<file path="config.mk">
export PLATFORM = sky130hd
export DESIGN_NAME = hbus_slave
export DESIGN_NICKNAME = d
export VERILOG_FILES = /design/src/rtl/hbs_pkg.sv /design/src/rtl/hbs_seq.sv /design/src/rtl/hbs_wbuf.sv /design/src/rtl/hbs_rdpath.sv /design/src/rtl/hbus_slave.sv
export SDC_FILE = /design/constraint.sdc
export NUM_CORES = 1
export LEC_CHECK = 0
export BUFFER_PORTS_ARGS = -buffer_cell sky130_fd_sc_hd__buf_4
export CAP_MARGIN = 20
export CORE_MARGIN = 4
export CORE_UTILIZATION = 45
export DETAILED_ROUTE_END_ITERATION = 10
export MAX_ROUTING_LAYER = met4
export PLACE_DENSITY = 0.71
export SYNTH_ARGS = -nofsm -noshare
export SYNTH_HDL_FRONTEND = slang
export SYNTH_HIERARCHICAL = 1
export SYNTH_SLANG_ARGS = --single-unit
</file>
<file path="constraint.sdc">
create_clock -name clk -period 5.3 [get_ports clk]
set_input_delay 0.53 -clock clk [delete_from_list [all_inputs] [get_ports clk]]
set_output_delay 0.53 -clock clk [all_outputs]
set_load 0.01 [all_outputs]
</file>
<file path="src/rtl/hbs_pkg.sv">
package hbs_pkg;
  localparam int AGE_W = 4;
  localparam logic [AGE_W-1:0] WR_LATCH_EDGE = AGE_W'(2);
  localparam logic [AGE_W-1:0] WR_ISSUE_EDGE = AGE_W'(3);

  typedef enum logic [1:0] {
    RATIO_DIV1 = 2'd0,
    RATIO_DIV2 = 2'd1,
    RATIO_DIV3 = 2'd2,
    RATIO_RSVD = 2'd3
  } ratio_e;

  // total bus clocks of an access with chip select low
  function automatic logic [AGE_W-1:0] access_clocks(input logic [1:0] r);
    case (ratio_e'(r))
      RATIO_DIV1: return AGE_W'(7);
      RATIO_DIV2: return AGE_W'(11);
      default:    return AGE_W'(13);
    endcase
  endfunction

  // edge (counted from the start edge) where the access closes
  function automatic logic [AGE_W-1:0] final_edge(input logic [1:0] r);
    return access_clocks(r) - AGE_W'(1);
  endfunction

  // edge (counted from the start edge) where read data is loaded
  function automatic logic [AGE_W-1:0] read_edge(input logic [1:0] r);
    case (ratio_e'(r))
      RATIO_DIV1: return AGE_W'(6);
      RATIO_DIV2: return AGE_W'(9);
      default:    return AGE_W'(12);
    endcase
  endfunction
endpackage

</file>
<file path="src/rtl/hbs_seq.sv">
module hbs_seq
  import hbs_pkg::*;
#(
  parameter int AW = 17
) (
  input  logic          clk,
  input  logic          rst_n,
  input  logic [1:0]    ratio,
  input  logic          cs_n,
  input  logic          oe_n,
  input  logic [1:0]    we_n,
  input  logic [AW-1:0] addr,
  output logic          active,
  output logic          start_ev,
  output logic          abort_ev,
  output logic          end_ev,
  output logic          wlatch_ev,
  output logic          wissue_ev,
  output logic          rcap_ev,
  output logic          drive,
  output logic [AW-1:0] addr_q
);
  logic             armed_q;
  logic             is_rd_q;
  logic             drive_q;
  logic [AGE_W-1:0] age_q;
  logic             hold;
  logic             any_strobe;

  assign any_strobe = !oe_n || (we_n != 2'b11);
  assign start_ev   = !active && armed_q && !cs_n && any_strobe;
  assign hold       = active && !cs_n;
  assign abort_ev   = active && cs_n;
  assign end_ev     = hold && (age_q == final_edge(ratio));
  assign wlatch_ev  = hold && !is_rd_q && (age_q == WR_LATCH_EDGE);
  assign wissue_ev  = hold && !is_rd_q && (age_q == WR_ISSUE_EDGE);
  assign rcap_ev    = hold && is_rd_q && (age_q == read_edge(ratio));
  assign drive      = drive_q && !cs_n;

  always_ff @(posedge clk) begin
    if (!rst_n) begin
      active  <= 1'b0;
      armed_q <= 1'b0;
      is_rd_q <= 1'b0;
      drive_q <= 1'b0;
      age_q   <= '0;
      addr_q  <= '0;
    end else begin
      if (cs_n)          armed_q <= 1'b1;
      else if (start_ev) armed_q <= 1'b0;

      if (cs_n)          drive_q <= 1'b0;
      else if (start_ev) drive_q <= !oe_n;

      if (start_ev) begin
        active  <= 1'b1;
        is_rd_q <= !oe_n;
        age_q   <= AGE_W'(1);
        addr_q  <= addr;
      end else if (active) begin
        if (abort_ev || end_ev) active <= 1'b0;
        age_q <= age_q + AGE_W'(1);
      end
    end
  end
endmodule

</file>
<file path="src/rtl/hbs_wbuf.sv">
module hbs_wbuf #(
  parameter int AW    = 17,
  parameter int DW    = 16,
  parameter int LANES = 2
) (
  input  logic             clk,
  input  logic             rst_n,
  input  logic             wlatch_ev,
  input  logic             wissue_ev,
  input  logic             abort_ev,
  input  logic [DW-1:0]    din,
  input  logic [LANES-1:0] we_n,
  input  logic [AW-1:0]    addr_q,
  output logic             wr_req,
  output logic [AW-1:0]    wr_addr,
  output logic [DW-1:0]    wr_data,
  output logic [LANES-1:0] wr_be
);
  localparam int LW = DW / LANES;

  logic [DW-1:0]    buf_data;
  logic [DW-1:0]    data_nxt;
  logic [LANES-1:0] buf_be;
  logic [LANES-1:0] be_nxt;
  logic             buf_vld;

  for (genvar g = 0; g < LANES; g++) begin : g_lane
    assign data_nxt[g*LW +: LW] = wlatch_ev ? din[g*LW +: LW] : buf_data[g*LW +: LW];
    assign be_nxt[g]            = wlatch_ev ? !we_n[g] : buf_be[g];
  end

  always_ff @(posedge clk) begin
    if (!rst_n) begin
      buf_data <= '0;
      buf_be   <= '0;
      buf_vld  <= 1'b0;
      wr_req   <= 1'b0;
      wr_addr  <= '0;
      wr_data  <= '0;
      wr_be    <= '0;
    end else begin
      buf_data <= data_nxt;
      buf_be   <= be_nxt;
      if (abort_ev)       buf_vld <= 1'b0;
      else if (wlatch_ev) buf_vld <= 1'b1;
      else if (wissue_ev) buf_vld <= 1'b0;

      wr_req <= wissue_ev && buf_vld;
      if (wissue_ev && buf_vld) begin
        wr_addr <= addr_q;
        wr_data <= buf_data;
        wr_be   <= buf_be;
      end
    end
  end
endmodule

</file>
<file path="src/rtl/hbs_rdpath.sv">
module hbs_rdpath #(
  parameter int AW = 17,
  parameter int DW = 16
) (
  input  logic          clk,
  input  logic          rst_n,
  input  logic          start_ev,
  input  logic          oe_n,
  input  logic          rcap_ev,
  input  logic [AW-1:0] addr,
  input  logic [DW-1:0] rd_data,
  output logic          rd_req,
  output logic [AW-1:0] rd_addr,
  output logic [DW-1:0] dout
);
  always_ff @(posedge clk) begin
    if (!rst_n) begin
      rd_req  <= 1'b0;
      rd_addr <= '0;
      dout    <= '0;
    end else begin
      rd_req <= start_ev && !oe_n;
      if (start_ev && !oe_n) rd_addr <= addr;
      if (rcap_ev) dout <= rd_data;
    end
  end
endmodule

</file>
<file path="src/rtl/hbus_slave.sv">
module hbus_slave #(
  parameter int AW = 17,
  parameter int DW = 16
) (
  input  logic          clk,
  input  logic          rst_n,
  input  logic [1:0]    ratio_sel,
  input  logic          bus_cs_n,
  input  logic          bus_oe_n,
  input  logic          bus_we_hi_n,
  input  logic          bus_we_lo_n,
  input  logic [AW-1:0] bus_addr,
  input  logic [DW-1:0] bus_din,
  output logic [DW-1:0] bus_dout,
  output logic          bus_dout_en,
  output logic          mem_rd_req,
  output logic [AW-1:0] mem_rd_addr,
  input  logic [DW-1:0] mem_rd_data,
  output logic          mem_wr_req,
  output logic [AW-1:0] mem_wr_addr,
  output logic [DW-1:0] mem_wr_data,
  output logic [1:0]    mem_wr_be
);
  localparam int LANES = 2;

  logic [LANES-1:0] we_n;
  logic             active;
  logic             start_ev;
  logic             abort_ev;
  logic             end_ev;
  logic             wlatch_ev;
  logic             wissue_ev;
  logic             rcap_ev;
  logic [AW-1:0]    addr_q;

  assign we_n = {bus_we_hi_n, bus_we_lo_n};

  hbs_seq #(.AW(AW)) u_seq (
    .clk       (clk),
    .rst_n     (rst_n),
    .ratio     (ratio_sel),
    .cs_n      (bus_cs_n),
    .oe_n      (bus_oe_n),
    .we_n      (we_n),
    .addr      (bus_addr),
    .active    (active),
    .start_ev  (start_ev),
    .abort_ev  (abort_ev),
    .end_ev    (end_ev),
    .wlatch_ev (wlatch_ev),
    .wissue_ev (wissue_ev),
    .rcap_ev   (rcap_ev),
    .drive     (bus_dout_en),
    .addr_q    (addr_q)
  );

  hbs_wbuf #(.AW(AW), .DW(DW), .LANES(LANES)) u_wbuf (
    .clk       (clk),
    .rst_n     (rst_n),
    .wlatch_ev (wlatch_ev),
    .wissue_ev (wissue_ev),
    .abort_ev  (abort_ev),
    .din       (bus_din),
    .we_n      (we_n),
    .addr_q    (addr_q),
    .wr_req    (mem_wr_req),
    .wr_addr   (mem_wr_addr),
    .wr_data   (mem_wr_data),
    .wr_be     (mem_wr_be)
  );

  hbs_rdpath #(.AW(AW), .DW(DW)) u_rd (
    .clk      (clk),
    .rst_n    (rst_n),
    .start_ev (start_ev),
    .oe_n     (bus_oe_n),
    .rcap_ev  (rcap_ev),
    .addr     (bus_addr),
    .rd_data  (mem_rd_data),
    .rd_req   (mem_rd_req),
    .rd_addr  (mem_rd_addr),
    .dout     (bus_dout)
  );
endmodule

</file>
==> results.json <==
{
  "status": "completed",
  "gr-total-overflow": 0,
  "startpoint_type": "flip-flop",
  "max_freq_mhz": 362,
  "seqCellArea_sq_mm": 0.00228,
  "ir_drop_mv": 0.165,
  "finalSetupViolations": 0,
  "tightest_slew_ns": 1.01,
  "nets": 658,
  "crit_path_end_kind": "flip-flop",
  "max_cap_violations": 0,
  "drc": 0,
  "place.gp.congestion": 0.777,
  "slew_headroom_pct": 32.4,
  "drv_slew": 0,
  "grt_pass1_wl_mm": 18.6,
  "fillers": 880,
  "grt_max_degree": 127,
  "hold_violations": 0,
  "start_util_pct": 46.2,
  "die_w_um": 111,
  "area_growth_pct": 31.5,
  "totalNegativeSetupSlack_ns": 0,
  "cts_tree": "done",
  "final_cell_mix": "129 x buf_4, 114 x dfxtp_1, 74 x nand2_1",
  "total_power_mw": 2.11,
  "finClkSkew_ns": 0.0109,
  "path_class": "reg2reg",
  "die_y_um": 111,
  "path_max_fanout": 38,
  "period_share_pct": 52.2,
  "hpwlAfterDp_mm": 7.56,
  "insertion_delay_ns": 0.51,
  "antenna_found_initial": 0,
  "rows": 37,
  "cp.arrival_ns": 3.10,
  "reg2reg_depth": 6,
  "hp-class": "in2reg",
  "yosys_warnings": 6,
  "io_buffers": 127,
  "synth.net_count": 552,
  "rsz0062_at_grt": "no",
  "root_buffer": "clkbuf_8",
  "min_path_cells": 2,
  "h-tree-depth": 4,
  "dp.cells": 713,
  "clkSinkCount": 114,
  "power_density_mw_per_mm2": 337,
  "cp.required_ns": 5.63,
  "drive_gt1_share_pct": 33.3,
  "grt_usage_pct": 18.8,
  "vias_per_cell": 5.18,
  "die-area_sq_mm": 0.0123,
  "synth_cells": 493,
  "first_pass_iters": 4,
  "numCtsBuffers": 17,
  "netlist_area_sq_mm": 0.00477,
  "drt_iter0_drc": 283,
  "antenna_cells": 0,
  "drtAntennaViolNets": 0,
  "post_drt_wl_per_cell_um": 14.7,
  "holdWs_ns": 0.262,
  "instances_no_fill": 748,
  "final_common_cell": "buf_4",
  "num_vias": 3875,
  "clockBufferDepth": 2,
  "fin_crit_ns": 2.76,
  "clk_pin_slew_ns": 0.05,
  "leakagePower_nw": 2.46,
  "postSynthAreaPerCell_sq_um": 9.68,
  "io-pin-count": 128,
  "postCtsSetupBuffers": 0,
  "multi_input_area_sq_mm": 0.00215,
  "wl_mm": 11.0,
  "first_global_vias": 3797,
  "core_sq_mm": 0.0103,
  "cts_hold_repair.buffers": 0,
  "cts_resized": 0
}
## worst max-delay path: stages, from the launching register on
cell      delay (ns)
dfxtp_1         0.53
nand2b_1        0.15
nor4_1          0.24
and2_1          0.17
buf_4           0.35
and2_2          0.90
o21ai_0         0.25
## cell type report
class | instances | share of cell area (%)
flip-flops and latches | 114 | 36.4
repair buffers | 133 | 16.8
clock buffers | 20 | 7.10
well taps | 136 | 2.71
clock inverters | 12 | 2.49
inverters | 3 | 0.179
multi-input cells | 330 | 34.3
## per-layer routing
metal / global-route usage (%) / wire, um
met5: - / 0
met4: 6.32 / 82
met3: 5.02 / 522
met2: 30.9 / 5690
met1: 22.4 / 4670
## path summary, 6_finish.rpt
path                      start                 end  slack (ns)
max                u_seq/active  u_wbuf/wr_addr[12]        2.54
min                    bus_oe_n       u_seq/drive_q        0.26
max reg2reg        u_seq/active  u_wbuf/wr_addr[12]        2.54
min reg2reg  u_wbuf/wr_addr[16]  u_wbuf/wr_addr[16]        0.46
## state kept, by name, summed over array words and instances, names as in the netlist, 2 cells and up
name / flops
u_rd/dout: 16
u_rd/rd_addr: 17
u_seq/addr_q: 17
u_seq/age_q: 4
u_wbuf/buf_be: 2
u_wbuf/buf_data: 16
u_wbuf/wr_addr: 17
u_wbuf/wr_be: 2
u_wbuf/wr_data: 16
## stage by stage
| step | util, % | area, sq um | worst slack [ns] |
|---|---|---|---|
| 2_1_floorplan | - | 4770 | 3.58 |
| 3_3_place_gp | 54.1 | 5590 | 2.45 |
| 3_5_place_dp | 54.3 | 5600 | 2.39 |
| 4_1_cts | 60.1 | 6200 | 2.55 |
| 5_1_grt | 60.8 | 6270 | 2.32 |
| 6_report | 60.8 | 6270 | 2.54 |
## where the power goes
| part | internal (mW) | switching (mW) | total, mW |
|---|---|---|---|
| Clock | 0.740 | 0.384 | 1.12 |
| Combinational | 0.0545 | 0.0560 | 0.110 |
| Sequential | 0.870 | 0.0101 | 0.880 |
Power figures use the tool's default switching activity.
